`config.mk`:
```
export PLATFORM = sky130hd
export DESIGN_NAME = stk_seq
export DESIGN_NICKNAME = d
export VERILOG_FILES = /design/src/rtl/stk_seq_pkg.sv /design/src/rtl/stk_seq_ctrl.sv /design/src/rtl/stk_seq_dp.sv /design/src/rtl/stk_seq.sv
export SDC_FILE = /design/constraint.sdc
export NUM_CORES = 1
export LEC_CHECK = 0
export BUFFER_PORTS_ARGS = -buffer_cell sky130_fd_sc_hd__buf_2
export CELL_PAD_IN_SITES_DETAIL_PLACEMENT = 0
export CELL_PAD_IN_SITES_GLOBAL_PLACEMENT = 2
export CORE_MARGIN = 5
export CORE_UTILIZATION = 30
export CTS_BUF_LIST = sky130_fd_sc_hd__clkbuf_2
export CTS_CLUSTER_DIAMETER = 60
export DETAILED_ROUTE_END_ITERATION = 12
export PLACE_DENSITY = 0.74
export SLEW_MARGIN = 20
export SYNTH_ARGS = -nofsm -noshare
export SYNTH_HDL_FRONTEND = slang
export SYNTH_SLANG_ARGS = --single-unit
```
`constraint.sdc`:
```
create_clock -name clk -period 4.8 [get_ports clk]
set_input_delay 1.2 -clock clk [delete_from_list [all_inputs] [get_ports clk]]
set_output_delay 1.2 -clock clk [all_outputs]
set_load 0.005 [all_outputs]
```
`src/rtl/stk_seq_pkg.sv`:
```
package stk_seq_pkg;

  localparam int STEP_W = 3;

  typedef enum logic [2:0] {
    OP_PUSH  = 3'd0,
    OP_PUSHF = 3'd1,
    OP_POP   = 3'd2,
    OP_POPF  = 3'd3,
    OP_CALL  = 3'd4,
    OP_RET   = 3'd5,
    OP_RETC  = 3'd6,
    OP_STSP  = 3'd7
  } stk_op_e;

  typedef enum logic [3:0] {
    UA_NONE,
    UA_DEC,
    UA_WR_HI,
    UA_WR_LO,
    UA_RD_LO,
    UA_RD_HI,
    UA_TAKE,
    UA_ABS_LO,
    UA_ABS_HI,
    UA_LOAD
  } uact_e;

  // total cycles from acceptance to the done cycle
  function automatic logic [STEP_W-1:0] op_len(stk_op_e op, logic taken);
    logic [STEP_W-1:0] n;
    case (op)
      OP_PUSH, OP_PUSHF, OP_RET: n = 3'd4;
      OP_POP, OP_POPF:           n = 3'd3;
      OP_CALL:                   n = 3'd6;
      OP_RETC:                   n = taken ? 3'd5 : 3'd2;
      default:                   n = 3'd5;
    endcase
    return n;
  endfunction

  // micro action issued at the clock edge that ends step k
  function automatic uact_e uact(stk_op_e op, logic [STEP_W-1:0] k, logic taken);
    uact_e a;
    a = UA_NONE;
    case (op)
      OP_PUSH, OP_PUSHF, OP_CALL: begin
        case (k)
          3'd0:    a = UA_DEC;
          3'd1:    a = UA_WR_HI;
          3'd2:    a = UA_DEC;
          3'd3:    a = UA_WR_LO;
          3'd5:    a = (op == OP_CALL) ? UA_LOAD : UA_NONE;
          default: a = UA_NONE;
        endcase
      end
      OP_POP, OP_POPF, OP_RET: begin
        case (k)
          3'd0:    a = UA_RD_LO;
          3'd1:    a = UA_RD_HI;
          3'd2:    a = UA_TAKE;
          default: a = UA_NONE;
        endcase
      end
      OP_RETC: begin
        if (taken) begin
          case (k)
            3'd1:    a = UA_RD_LO;
            3'd2:    a = UA_RD_HI;
            3'd3:    a = UA_TAKE;
            default: a = UA_NONE;
          endcase
        end
      end
      default: begin
        case (k)
          3'd1:    a = UA_ABS_LO;
          3'd2:    a = UA_ABS_HI;
          default: a = UA_NONE;
        endcase
      end
    endcase
    return a;
  endfunction

endpackage

```
`src/rtl/stk_seq_ctrl.sv`:
```
module stk_seq_ctrl
  import stk_seq_pkg::*;
(
  input  logic        clk,
  input  logic        rst,
  input  logic        start,
  input  logic [2:0]  op,
  input  logic        cond_ok,
  output logic        accept,
  output uact_e       act,
  output logic        busy,
  output logic        done,
  output logic [2:0]  op_cur
);

  stk_op_e           op_q;
  logic              taken_q;
  logic [STEP_W-1:0] step_q;
  logic              last;

  assign accept = start && !busy;
  assign op_cur = op_q;
  assign last   = busy && (step_q == op_len(op_q, taken_q) - 3'd1);

  always_comb begin
    if (accept)    act = uact(stk_op_e'(op), '0, cond_ok);
    else if (busy) act = uact(op_q, step_q, taken_q);
    else           act = UA_NONE;
  end

  always_ff @(posedge clk) begin
    if (rst) begin
      busy    <= 1'b0;
      done    <= 1'b0;
      step_q  <= '0;
      op_q    <= OP_PUSH;
      taken_q <= 1'b0;
    end else begin
      done <= last;
      if (accept) begin
        busy    <= 1'b1;
        step_q  <= 3'd1;
        op_q    <= stk_op_e'(op);
        taken_q <= cond_ok;
      end else if (busy) begin
        step_q <= step_q + 3'd1;
        if (last) busy <= 1'b0;
      end
    end
  end

endmodule

```
`src/rtl/stk_seq_dp.sv`:
```
module stk_seq_dp
  import stk_seq_pkg::*;
#(
  parameter int BYTE_W = 8,
  parameter int FLAG_N = 4,
  parameter logic [2*BYTE_W-1:0] SP_RESET = '0
) (
  input  logic                clk,
  input  logic                rst,
  input  logic                accept,
  input  logic [2:0]          op,
  input  logic [2*BYTE_W-1:0] din,
  input  logic [2*BYTE_W-1:0] pc_in,
  input  uact_e               act,
  input  logic [BYTE_W-1:0]   mem_rdata,
  output logic [2*BYTE_W-1:0] mem_addr,
  output logic [BYTE_W-1:0]   mem_wdata,
  output logic                mem_we,
  output logic [2*BYTE_W-1:0] result,
  output logic [2*BYTE_W-1:0] sp
);

  localparam int WORD_W = 2 * BYTE_W;
  localparam int PAD_W  = BYTE_W - FLAG_N;
  localparam logic [WORD_W-1:0] ONE = WORD_W'(1);

  logic [WORD_W-1:0] push_word;
  logic [WORD_W-1:0] wdat_q;
  logic [WORD_W-1:0] tgt_q;
  logic [BYTE_W-1:0] lo_q;
  logic [BYTE_W-1:0] lo_sel;
  logic              popf_q;

  // word written by push-type operations, flags packed into the top bits
  always_comb begin
    case (stk_op_e'(op))
      OP_CALL:  push_word = pc_in;
      OP_PUSHF: push_word = {din[WORD_W-1:BYTE_W], din[FLAG_N-1:0], {PAD_W{1'b0}}};
      default:  push_word = din;
    endcase
  end

  assign lo_sel = popf_q ? {lo_q[BYTE_W-1:PAD_W], {PAD_W{1'b0}}} : lo_q;

  always_ff @(posedge clk) begin
    if (rst) begin
      sp        <= SP_RESET;
      mem_addr  <= '0;
      mem_wdata <= '0;
      mem_we    <= 1'b0;
      result    <= '0;
      wdat_q    <= '0;
      tgt_q     <= '0;
      lo_q      <= '0;
      popf_q    <= 1'b0;
    end else begin
      mem_we <= 1'b0;
      if (accept) begin
        wdat_q <= push_word;
        tgt_q  <= din;
        popf_q <= (stk_op_e'(op) == OP_POPF);
      end
      case (act)
        UA_DEC: sp <= sp - ONE;
        UA_WR_HI: begin
          mem_addr  <= sp;
          mem_wdata <= wdat_q[WORD_W-1:BYTE_W];
          mem_we    <= 1'b1;
        end
        UA_WR_LO: begin
          mem_addr  <= sp;
          mem_wdata <= wdat_q[BYTE_W-1:0];
          mem_we    <= 1'b1;
        end
        UA_RD_LO: begin
          mem_addr <= sp;
          sp       <= sp + ONE;
        end
        UA_RD_HI: begin
          lo_q     <= mem_rdata;
          mem_addr <= sp;
          sp       <= sp + ONE;
        end
        UA_TAKE: result <= {mem_rdata, lo_sel};
        UA_ABS_LO: begin
          mem_addr  <= tgt_q;
          mem_wdata <= sp[BYTE_W-1:0];
          mem_we    <= 1'b1;
        end
        UA_ABS_HI: begin
          mem_addr  <= tgt_q + ONE;
          mem_wdata <= sp[WORD_W-1:BYTE_W];
          mem_we    <= 1'b1;
        end
        UA_LOAD: result <= tgt_q;
        default: ;
      endcase
    end
  end

endmodule

```
`src/rtl/stk_seq.sv`:
```
module stk_seq
  import stk_seq_pkg::*;
#(
  parameter int BYTE_W = 8,
  parameter int FLAG_N = 4,
  parameter logic [2*BYTE_W-1:0] SP_RESET = '0
) (
  input  logic                clk,
  input  logic                rst,
  input  logic                start,
  input  logic [2:0]          op,
  input  logic [2*BYTE_W-1:0] din,
  input  logic [2*BYTE_W-1:0] pc_in,
  input  logic                cond_ok,
  output logic [2*BYTE_W-1:0] mem_addr,
  output logic [BYTE_W-1:0]   mem_wdata,
  output logic                mem_we,
  input  logic [BYTE_W-1:0]   mem_rdata,
  output logic [2*BYTE_W-1:0] result,
  output logic [2*BYTE_W-1:0] sp,
  output logic                done
);

  logic       accept_w;
  logic       busy_w;
  uact_e      act_w;
  logic [2:0] opq_w;

  stk_seq_ctrl u_ctrl (
    .clk     (clk),
    .rst     (rst),
    .start   (start),
    .op      (op),
    .cond_ok (cond_ok),
    .accept  (accept_w),
    .act     (act_w),
    .busy    (busy_w),
    .done    (done),
    .op_cur  (opq_w)
  );

  stk_seq_dp #(
    .BYTE_W   (BYTE_W),
    .FLAG_N   (FLAG_N),
    .SP_RESET (SP_RESET)
  ) u_dp (
    .clk       (clk),
    .rst       (rst),
    .accept    (accept_w),
    .op        (op),
    .din       (din),
    .pc_in     (pc_in),
    .act       (act_w),
    .mem_rdata (mem_rdata),
    .mem_addr  (mem_addr),
    .mem_wdata (mem_wdata),
    .mem_we    (mem_we),
    .result    (result),
    .sp        (sp)
  );

endmodule

```
; ---- Word-level counts from Yosys, hierarchy flattened
; Index checks and enable logic that the tools add are counted.
[classes]
addsub = 5
mul = 0
div = 0
n_lt_le_gt_ge = 0
n_eq_ne = 25
n_shift = 0
mux = 24
n_bitwise = 0
n_reduce_logical = 22
[ops]
columns = operator, count
row1 = one-hot mux 16 bit (2 select lines), 3
row2 = one-hot mux 16 bit (3 select lines), 1
row3 = adder 16 x 1 -> 16 bit (second input constant), 2
row4 = one-hot mux 8 bit (4 select lines), 1
row5 = 2-to-1 mux 4 bit, 5
row6 = == test 3 x 2 -> 1 bit (second input constant), 6
row7 = == test 3 bit (second input constant), 6
row8 = one-hot mux 3 bit (3 select lines), 2
row9 = == test 4 x 3 -> 1 bit (second input constant), 4
row10 = one-hot mux 4 bit (4 select lines), 1
row11 = subtractor 16 x 1 -> 16 bit (second input constant), 1
row12 = OR reduction 3 bit, 5
row13 = one-hot mux 3 bit (4 select lines), 1
row14 = one-hot mux 4 bit (3 select lines), 1
row15 = == test 3 x 1 -> 1 bit (second input constant), 3
row16 = logical NOT 3 bit, 3
row17 = == test 4 x 2 -> 1 bit (second input constant), 2
row18 = == test 4 bit (second input constant), 2
row19 = one-hot mux 4 bit (2 select lines), 1
row20 = OR reduction 2 bit, 4
row21 = OR reduction 4 bit, 2
row22 = 2-to-1 mux 1 bit, 6
row23 = one-hot mux 3 bit (2 select lines), 1
row24 = nonzero test 2 bit, 3
row25 = other kinds (9), 10
[word_totals]
reg_bits = 107
latch_bits = 0
ramBits = 0
romBits = 0
input_bits = 47
output_inout_bits = 58
word_cells = 91
mem_count = 0

; ---- Longest topological paths before layout
; Gate-level depths: netlist of run 1.
[depth]
word_depth = 9
depth_mapped = 16
mapped_depth_nobuf = 15

; ---- By module
; A second synthesis of run 1 with hierarchy kept.
[hier_totals]
hier_cells = 753
area_unflattened_um2 = 6107.1
[by_module_without_submodules]
columns = mod, instances, cells_per_inst, area_each_um2, seq_area_each_um2
row1 = stk_seq_dp, 1, 654, 5300.1, 1961.9
row2 = stk_seq_ctrl, 1, 99, 807.0, 180.2

; ---- Worst setup path after synthesis of run 1
; OpenSTA, ideal clock, no wires.
[synth_timing]
path_type = in2reg
start = input port start
end = register u_dp.sp[15]
setup_ns = 0.121
arrival_time_ns = 4.317
t_required_ns = 4.679
slack_ns = 0.363
path_stages = 13
path_buffers = 1
cell_sequence = nor2b_1 > clkbuf_1 > nand2_1 > a221o_1 > ha_1 > a2111oi_0 > inv_1 > o211ai_1 > nand3_1 > o211ai_1 > o21ai_0 > mux2i_1 > mux2_2
[synth_between]
elab_chain_cells = 5
word_cells_on_any_way = 8
cone_classes = eq/ne: 3 / mux: 2 / reduce/logical: 3
[synth_rtl]
columns = item, line
row1 = start: declaration, stk_seq.sv:10  ; input logic start,
row2 = logical AND 1 bit *, stk_seq_ctrl.sv:21  ; assign accept = start && !busy;
row3 = 2-to-1 mux 4 bit *, stk_seq_ctrl.sv:26  ; if (accept) act = uact(stk_op_e'(op), '0, cond_ok);
row4 = == test 4 x 3 -> 1 bit, stk_seq_dp.sv:63  ; case (act)
row5 = OR reduction 2 bit (no source line), -
row6 = one-hot mux 16 bit (2 select lines) / nonzero test 2 bit (equally long branches), -
row7 = end signal: assignment, stk_seq_dp.sv:64  ; UA_DEC: sp <= sp - ONE;
row8 = end signal: assignment, stk_seq_dp.sv:77  ; sp <= sp + ONE;
row9 = end signal: assignment, stk_seq_dp.sv:82  ; sp <= sp + ONE;
row10 = end: declaration, stk_seq_dp.sv:20  ; output logic [2*BYTE_W-1:0] sp
; Mark *: on every way between the ends. The rest lies on a longest branch, timed or not.
; A chain may end at the register's enable or synchronous reset.

; ---- Final worst setup path of run 1
[layout_timing]
start = register u_ctrl.step_q[0]
end = register u_dp.sp[15]
[layout_between]
elab_chain_cells = 9
word_cells_on_any_way = 20
cone_classes = eq/ne: 7 / mux: 9 / reduce/logical: 4
[layout_rtl]
columns = item, line
row1 = start: declaration, stk_seq_ctrl.sv:18  ; logic [STEP_W-1:0] step_q;
row2 = start signal: assignment, stk_seq_ctrl.sv:46  ; step_q <= step_q + 3'd1;
row3 = "== test 3 x 2 -> 1 bit, or another cell as far along", -
row4 = OR reduction 2 bit (no source line) / one-hot mux 3 bit (3 select lines) (equally long branches), -
row5 = one-hot mux 4 bit (4 select lines) / 2-to-1 mux 4 bit (equally long branches), "stk_seq_pkg.sv:48, stk_seq_pkg.sv:66"
row6 = one-hot mux 4 bit (3 select lines) *, stk_seq_pkg.sv:46  ; case (op)
row7 = 2-to-1 mux 4 bit *, stk_seq_ctrl.sv:27  ; else if (busy) act = uact(op_q, step_q, taken_q);
row8 = 2-to-1 mux 4 bit *, stk_seq_ctrl.sv:26
row9 = == test 4 x 3 -> 1 bit, stk_seq_dp.sv:63
row10 = OR reduction 2 bit (no source line), -
row11 = one-hot mux 16 bit (2 select lines) / nonzero test 2 bit (equally long branches), -
; Marked as above.

==> summary.md, run 1 <==
| Metric | Value |
|---|---|
| Yosys top cell area share | 0.3603 |
| Final Hold Fails | 0 |
| Fmax | 230.2 MHz |
| Met1 WL | 10.22 mm |
| Slew headroom | 0.3837 |
| Async S/R FF share, synth | 0 |
| Clk network pwr share | 0.177 |
| Tcrit/Tclk final | 0.9049 |
| Status | finished clean |
| HP Class | flop to flop |
| First-pass detailed-route iteration total | 5 |
| Hold Crit Depth | 2 |
| ANT nets after route | 0 |
| Post-DR vias/cell | 5.320 |
| Post-synth EDFFs | 0 |
| Reg clk slew, reported paths | 0.34 ns |
| Minimum clock period | 4.344 ns |
| Total chip power | 2712 uW |
| Metal2 WL | 9.104 mm |
| YS warnings | 0 |
| CTS buffer count | 9 |
| Skew final | 0.03979 ns |
| CTS tree | built |
| Hold-fix buffers, CTS | 0 |
| Initial antenna violation count | 1 |
| DRT iter0 DRCs | 441 |
| Reg2reg setup slack | 0.46 ns |
| Die area | 22730 sq um |
| Total congestion overflow | 0 |
| Syn_area_per_cell | 8.235 sq um |
| Rows | 51 |
| Port Buffer Count | 104 |
| Area leader, netlist | dfxtp_1 |
| Nets | 874 |
| CP required | 5.40 ns |
| Combinational Power Share | 0.383 |
| Vias post-DR | 5724 |
| Sequential cell area | 2142 sq um |
| Reg2reg start | u_ctrl.step_q[0]$_SDFFE_PP0P_ |
| CTS resizes | 0 |
| Area delta synth->final | 14.79% |
| Fill count | 2059 |
| Placed cell areas | 6686 sq um |
| Arrival @ worst endpoint | 4.94 ns |
| Drt wl/cell | 19.13 um |
| Post-Synthesis Cells | 722 |
| First-pass GRT wire length | 32.07 mm |
| Non-Filler Instances | 1076 |
| Clk sink count | 107 |
| Met3 WL | 1.017 mm |
| Pleak | 0.002967 uW |
| Area contributors post-synth | dfxtp_1 36%, mux2i_1 6.2%, a21oi_1 5.8% |
| Total Routing Usage GR | 0.1816 |
| Register area share after synthesis | 0.3603 |
| Vias in the first global route | 5571 |
| RSZ-0062 raised after global routing | false |
| Clock Latency Late Sink | 0.68 ns |
| Hold Crit Start | u_dp.mem_addr[0]$_SDFFE_PP0P_ |
| Post-Route WL | 20.59 mm |
| CP Max Fanout | 6 |
| Post-Syn Area | 5946 sq um |
| Mapped Nets | 791 |
| Nature of the critical path endpoint | flop |
| Die Ht | 150.8 um |
| Htree depth | 3 |
| Root Buffer | clkbuf_2 |
| PwrDens | 397.3 nW/um^2 |
| Largest net degree at the start of global routing | 55 |
| Setup Viol. Count Final | 0 |
| Initial core utilization | 0.3055 |
| Worst-Margin Slew | 0.9012 ns |
| Post-synthesis register bit count | 107 |
| Primary FF master, synth | dfxtp_1 |
| Area occupied by multi-input gates | 3502 sq um |
| Placed cells | 1059 |
| Worst r2r dst | u_dp.sp[15]$_SDFFE_PP0P_ |
| Final GP Congestion | 0.8467 |
| Net Switching | 1151 uW |
| DRC | 0 |
| Final Max Slew Viols | 0 |
| Endpoint with the worst hold slack | u_dp.mem_addr[0]$_SDFFE_PP0P_ |
| Fin Setup TNS | 0 ns |
| Max-cap violations | 0 |
| Placeable Area | 19460 sq um |
| Cell area after layout | 6825 sq um |
| Final Util | 0.3507 |
| CP startpoint kind | flop |
| Ports | 105 |
| DPL Wire Length | 15.33 mm |
| CP startpoint | u_ctrl.step_q[0]$_SDFFE_PP0P_ |
| Share of cells above drive strength 1 | 0.1926 |
| Clock tree buffer depth | 2 |
| Max Used Layer | met4 |
| Cell variety after synth | 66 |
| Internal power | 1560 uW |
| R2R cell count | 15 |
| Sw frac | 0.4246 |
| Setup Crit Path Kind | flop to flop |
| Die width | 150.8 um |
| Worst vdd ir | 0.0001922 V |
| Register share of total power | 0.441 |
| Post-CTS Setup Bufs | 0 |
-- cell families (layout without fill, tap and decap cells) --
group,after synthesis,after routing,share of synthesized area
xor gates and xnor gates,17,17,0.02504
muxes,39,39,0.06650
and+or+nand+nor,259,259,0.2060
DFF,107,107,0.3603
buffers and inverters,69,157,0.05198
other,0,1,0
adders and majority gates,22,22,0.04756
AOI/OAI and AO/OA,209,209,0.2426
-- metal layers --
metal	vias to the layer above	GRT usage
met5	-	0
met1	2764	0.2623
met2	170	0.2811
met4	0	0.05168
met3	15	0.02723
li1	2775	-
-- power groups by stage --
stage	Sequential, uW	Combinational (uW)	Clock [uW]
4_1_cts	1200	1030	498
6_report	1190	1040	479
2_1_floorplan	1110	756	0
3_5_place_dp	1210	1030	0
5_1_grt	1210	1160	525
3_3_place_gp	1210	1020	0
-- final cells by class --
type | instances | share of cell area
diodes | 1 | 0.0003666
clock buffers | 9 | 0.006599
clock inverters | 7 | 0.01338
inverters | 24 | 0.01320
multi-input cells | 546 | 0.5131
flip-flops and latches | 107 | 0.3138
well taps | 265 | 0.04858
repair buffers | 117 | 0.09093
-- worst max-delay path, cell delays in order (launching register included) --
cell and delay (ns):
dfxtp_1 0.53, inv_1 0.10, ha_1 0.30, nor2b_1 0.17
o21ai_0 0.28, o221ai_2 0.19, a221o_1 0.45, ha_1 0.38
a2111oi_0 0.54, inv_1 0.11, o211ai_1 0.30, nand3_1 0.12
o211ai_1 0.15, o21ai_0 0.15, mux2i_1 0.17, mux2_2 0.34
-- synthesized netlist by cell type (all sizes together), types with 3 or more instances --
cell,instances
a2111oi,8
a211oi,32
a21o,5
a21oi,70
a221oi,11
a22o,7
a22oi,10
a311oi,3
a31oi,6
and2,4
and3,5
buf,24
clkbuf,21
dfxtp,107
ha,21
inv,23
mux2i,38
nand2,69
nand2b,11
nand3,14
nand4,3
nor2,90
nor2b,7
nor3,38
nor3b,8
nor4,4
o211ai,8
o21ai,26
o21bai,4
o31ai,4
xnor2,9
xor2,8
-- worst max-delay path by stage --
stage | to | cells past startpoint
after detailed placement | u_dp.sp[14]$_SDFFE_PP0P_ | 14
after global routing | u_dp.sp[15]$_SDFFE_PP0P_ | 15
after global placement | u_dp.sp[15]$_SDFFE_PP0P_ | 13
final | u_dp.sp[15]$_SDFFE_PP0P_ | 15
after CTS | u_dp.sp[15]$_SDFFE_PP0P_ | 15
after floorplan | u_dp.sp[15]$_SDFFE_PP0P_ | 13
-- cells in the final DEF, fill, tap and decap left out, types with 3 or more instances in the layout --
master / n
dfxtp_1: 107
buf_2: 103
nor2_1: 86
nand2_1: 69
a21oi_1: 69
mux2i_1: 37
nor3_1: 36
a211oi_1: 30
inv_1: 23
o21ai_0: 23
ha_1: 21
buf_4: 14
nand3_1: 12
nand2b_1: 11
a221oi_1: 11
a22oi_1: 10
xnor2_1: 9
clkbuf_2: 9
xor2_1: 8
nor3b_1: 7
o211ai_1: 7
a2111oi_0: 7
a22o_1: 7
nor2b_1: 6
a31oi_1: 6
and3_1: 5
a21o_1: 5
o31ai_1: 4
and2_1: 4
nor4_1: 4
o21bai_1: 4
nor2_2: 4
a311oi_1: 3
nand4_1: 3
clkinv_8: 3
-- sequential cells by signal, indices dropped and copies added (netlist names) --
name / count
u_dp.popf_q: 1
u_ctrl.done: 1
u_ctrl.taken_q: 1
u_ctrl.op_cur: 3
u_ctrl.step_q: 3
u_dp.mem_wdata: 8
u_dp.mem_we: 1
u_dp.sp: 16
u_dp.tgt_q: 16
u_dp.lo_q: 8
u_dp.wdat_q: 16
u_ctrl.busy: 1
u_dp.mem_addr: 16
u_dp.result: 16
-- per-stage QoR --
step,hold slack [ns],setup slack (ns)
detailed placement,0.4683,0.2455
floorplan,0.4323,0.3627
global placement,0.4661,0.2587
CTS,0.4939,0.5003
finish,0.4901,0.4563
global route,0.5274,0.1965
No activity file was read; power rests on OpenSTA's default activity.
==> run 2: changes to the inputs <==
- CELL_PAD_IN_SITES_DETAIL_PLACEMENT: 0 -> 1
- CELL_PAD_IN_SITES_GLOBAL_PLACEMENT: 2 -> 1
- PLACE_DENSITY: 0.74 -> default
- PLACE_DENSITY_LB_ADDON: default -> 0.1
==> summary.md, run 2 (synthesized netlist as in run 1, its figures left out) <==
| Metric | Value |
|---|---|
| Status | finished clean |
| Die area | 22730 sq um (unchanged) |
| RSZ-0062 raised after global routing | false |
| CTS resizes | 0 (unchanged) |
| DPL Wire Length | 16.17 mm (+5.5%) |
| Pleak | 0.002955 uW (-0.43%) |
| Hold-fix buffers, CTS | 0 (unchanged) |
| Area occupied by multi-input gates | 3503 sq um (about the same) |
| First-pass GRT wire length | 32.65 mm (+1.8%) |
| Port Buffer Count | 104 (unchanged) |
| CTS buffer count | 9 (unchanged) |
| Largest net degree at the start of global routing | 55 (unchanged) |
| Nets | 874 (unchanged) |
| CTS tree | built |
| Final Max Slew Viols | 0 (unchanged) |
| Slew headroom | 0.3919 (+0.008277) |
| CP required | 5.37 ns (-0.03 ns) |
| Worst-Margin Slew | 0.8891 ns (-0.01210 ns) |
| Setup Viol. Count Final | 0 (unchanged) |
| Placed cell areas | 6686 sq um (unchanged) |
| Worst path cell trace | inv_1 -> ha_1 -> nor2b_1 -> o21ai_0 -> o221ai_2 -> a221o_1 -> ha_1 -> a2111oi_1 -> inv_1 -> o211ai_1 -> nand3_1 -> o211ai_1 -> o21ai_0 -> mux2i_1 -> mux2_2 |
| Sequential cell area | 2142 sq um (unchanged) |
| Initial antenna violation count | 0 (-1) |
| Clk sink count | 107 (unchanged) |
| Root Buffer | clkbuf_2 |
| Initial core utilization | 0.3055 (unchanged) |
| Vias in the first global route | 5799 (+4.1%) |
| Area delta synth->final | 14.25% |
| Critical Path Max Stage Delay | 0.55 ns (about the same) |
| CP startpoint kind | flop |
| DRC | 0 (unchanged) |
| Drt wl/cell | 19.66 um (+2.8%) |
| Placeable Area | 19460 sq um (unchanged) |
| Ports | 105 (unchanged) |
| Total congestion overflow | 0 (unchanged) |
| Htree depth | 3 (unchanged) |
| Rows | 51 (unchanged) |
| Fmax | 228.2 MHz (-0.88%) |
| DRT iter0 DRCs | 304 (-31%) |
| HP Class | flop to flop |
| Reg2reg setup slack | 0.42 ns (-0.04 ns) |
| Vias post-DR | 5700 (-0.42%) |
| Worst vdd ir | 0.0001498 V (-22%) |
| First-pass detailed-route iteration total | 4 (-1) |
| ANT nets after route | 0 (unchanged) |
| Critical Path Slowest Stage Cell | a2111oi_1 |
| Total Routing Usage GR | 0.1849 (+0.003338) |
| Fin Setup TNS | 0 ns (unchanged) |
| Final Hold Fails | 0 (unchanged) |
| Fill count | 2403 (+17%) |
| Ant. Diodes | 0 (-1) |
| Post-Route WL | 21.11 mm (+2.6%) |
| Minimum clock period | 4.382 ns (+0.03861 ns) |
| Most common cell after layout, fill and taps aside | dfxtp_1 |
| Die Ht | 150.8 um (unchanged) |
| Die width | 150.8 um (unchanged) |
| Post-CTS Setup Bufs | 0 (unchanged) |
| Most frequent cells in the layout | 107 x dfxtp_1, 103 x buf_2, 86 x nor2_1 |
| Skew final | 0.05077 ns (+0.01098 ns) |
| Cell area after layout | 6793 sq um (-0.48%) |
| Setup Crit Path Kind | flop to flop |
| Post-DR vias/cell | 5.307 (-0.23%) |
| Final GP Congestion | 0.8729 (+3.1%) |
| CP Max Fanout | 6 (unchanged) |
| Clock tree buffer depth | 2 (unchanged) |
| Max-cap violations | 0 (unchanged) |
| Share of cells above drive strength 1 | 0.1916 (-0.0009980) |
| PwrDens | 391.9 nW/um^2 (-1.4%) |
| Reg clk slew, reported paths | 0.33 ns (about the same) |
| Final Util | 0.3490 (-0.001671) |
| Tcrit/Tclk final | 0.9130 (+0.008044) |
| Arrival @ worst endpoint | 4.96 ns (+0.02 ns) |
| Nature of the critical path endpoint | flop |
| Clock Latency Late Sink | 0.66 ns (-0.02 ns) |
[run 2: worst max-delay path, delay by kind of cell, from the launching register on]
family	cells	cell delay, ns
compound gates	7	2.08
fa+ha+maj	2	0.68
buf+inv	2	0.21
flops	1	0.52
mux	2	0.54
simple gates	2	0.29
[run 2: report_power, final]
group | total [uW] | internal, uW | switching (uW)
registers | 1190 | 996 | 189
clock network | 418 | 78.2 | 340
logic | 1060 | 469 | 589
total | 2660 | 1540 | 1120
[run 2: layer usage]
metal  GRT usage  part of all wire  vias to the layer above
li1            -                 -                     2785
met1      0.2697              0.48                     2767
met2      0.2864              0.45                      133
met3     0.02753             0.058                       15
met4     0.04624             0.012                        0
met5           0                 0                        -
[run 2: final cells by class]
class	count	share of cell area
multi-input combinational	546	0.5157
sequential	107	0.3153
timing repair buffer	117	0.09136
tap	265	0.04881
inverter	24	0.01326
clock inverter	6	0.008841
clock buffer	9	0.006631
[run 2: stage by stage]
stage                     hold WS, ns  worst slack, ns  power [uW]  cells
after floorplan                0.4323           0.3627        1867    722
after global placement         0.4610           0.2418        2230   1059
after detailed placement       0.4679           0.1097        2266   1059
after CTS                      0.4949           0.3559        2699   1074
after global routing           0.5167           0.1104        2854   1074
final                          0.4807           0.4177        2662   1074
[run 2: path summary, 6_finish.rpt]
kind,startpoint,to,cells past startpoint
min,u_dp.mem_addr[0]$_SDFFE_PP0P_,u_dp.mem_addr[0]$_SDFFE_PP0P_,2
max,u_ctrl.step_q[0]$_SDFFE_PP0P_,u_dp.sp[15]$_SDFFE_PP0P_,15
min reg2reg,u_dp.mem_addr[0]$_SDFFE_PP0P_,u_dp.mem_addr[0]$_SDFFE_PP0P_,2
max reg2reg,u_ctrl.step_q[0]$_SDFFE_PP0P_,u_dp.sp[15]$_SDFFE_PP0P_,15
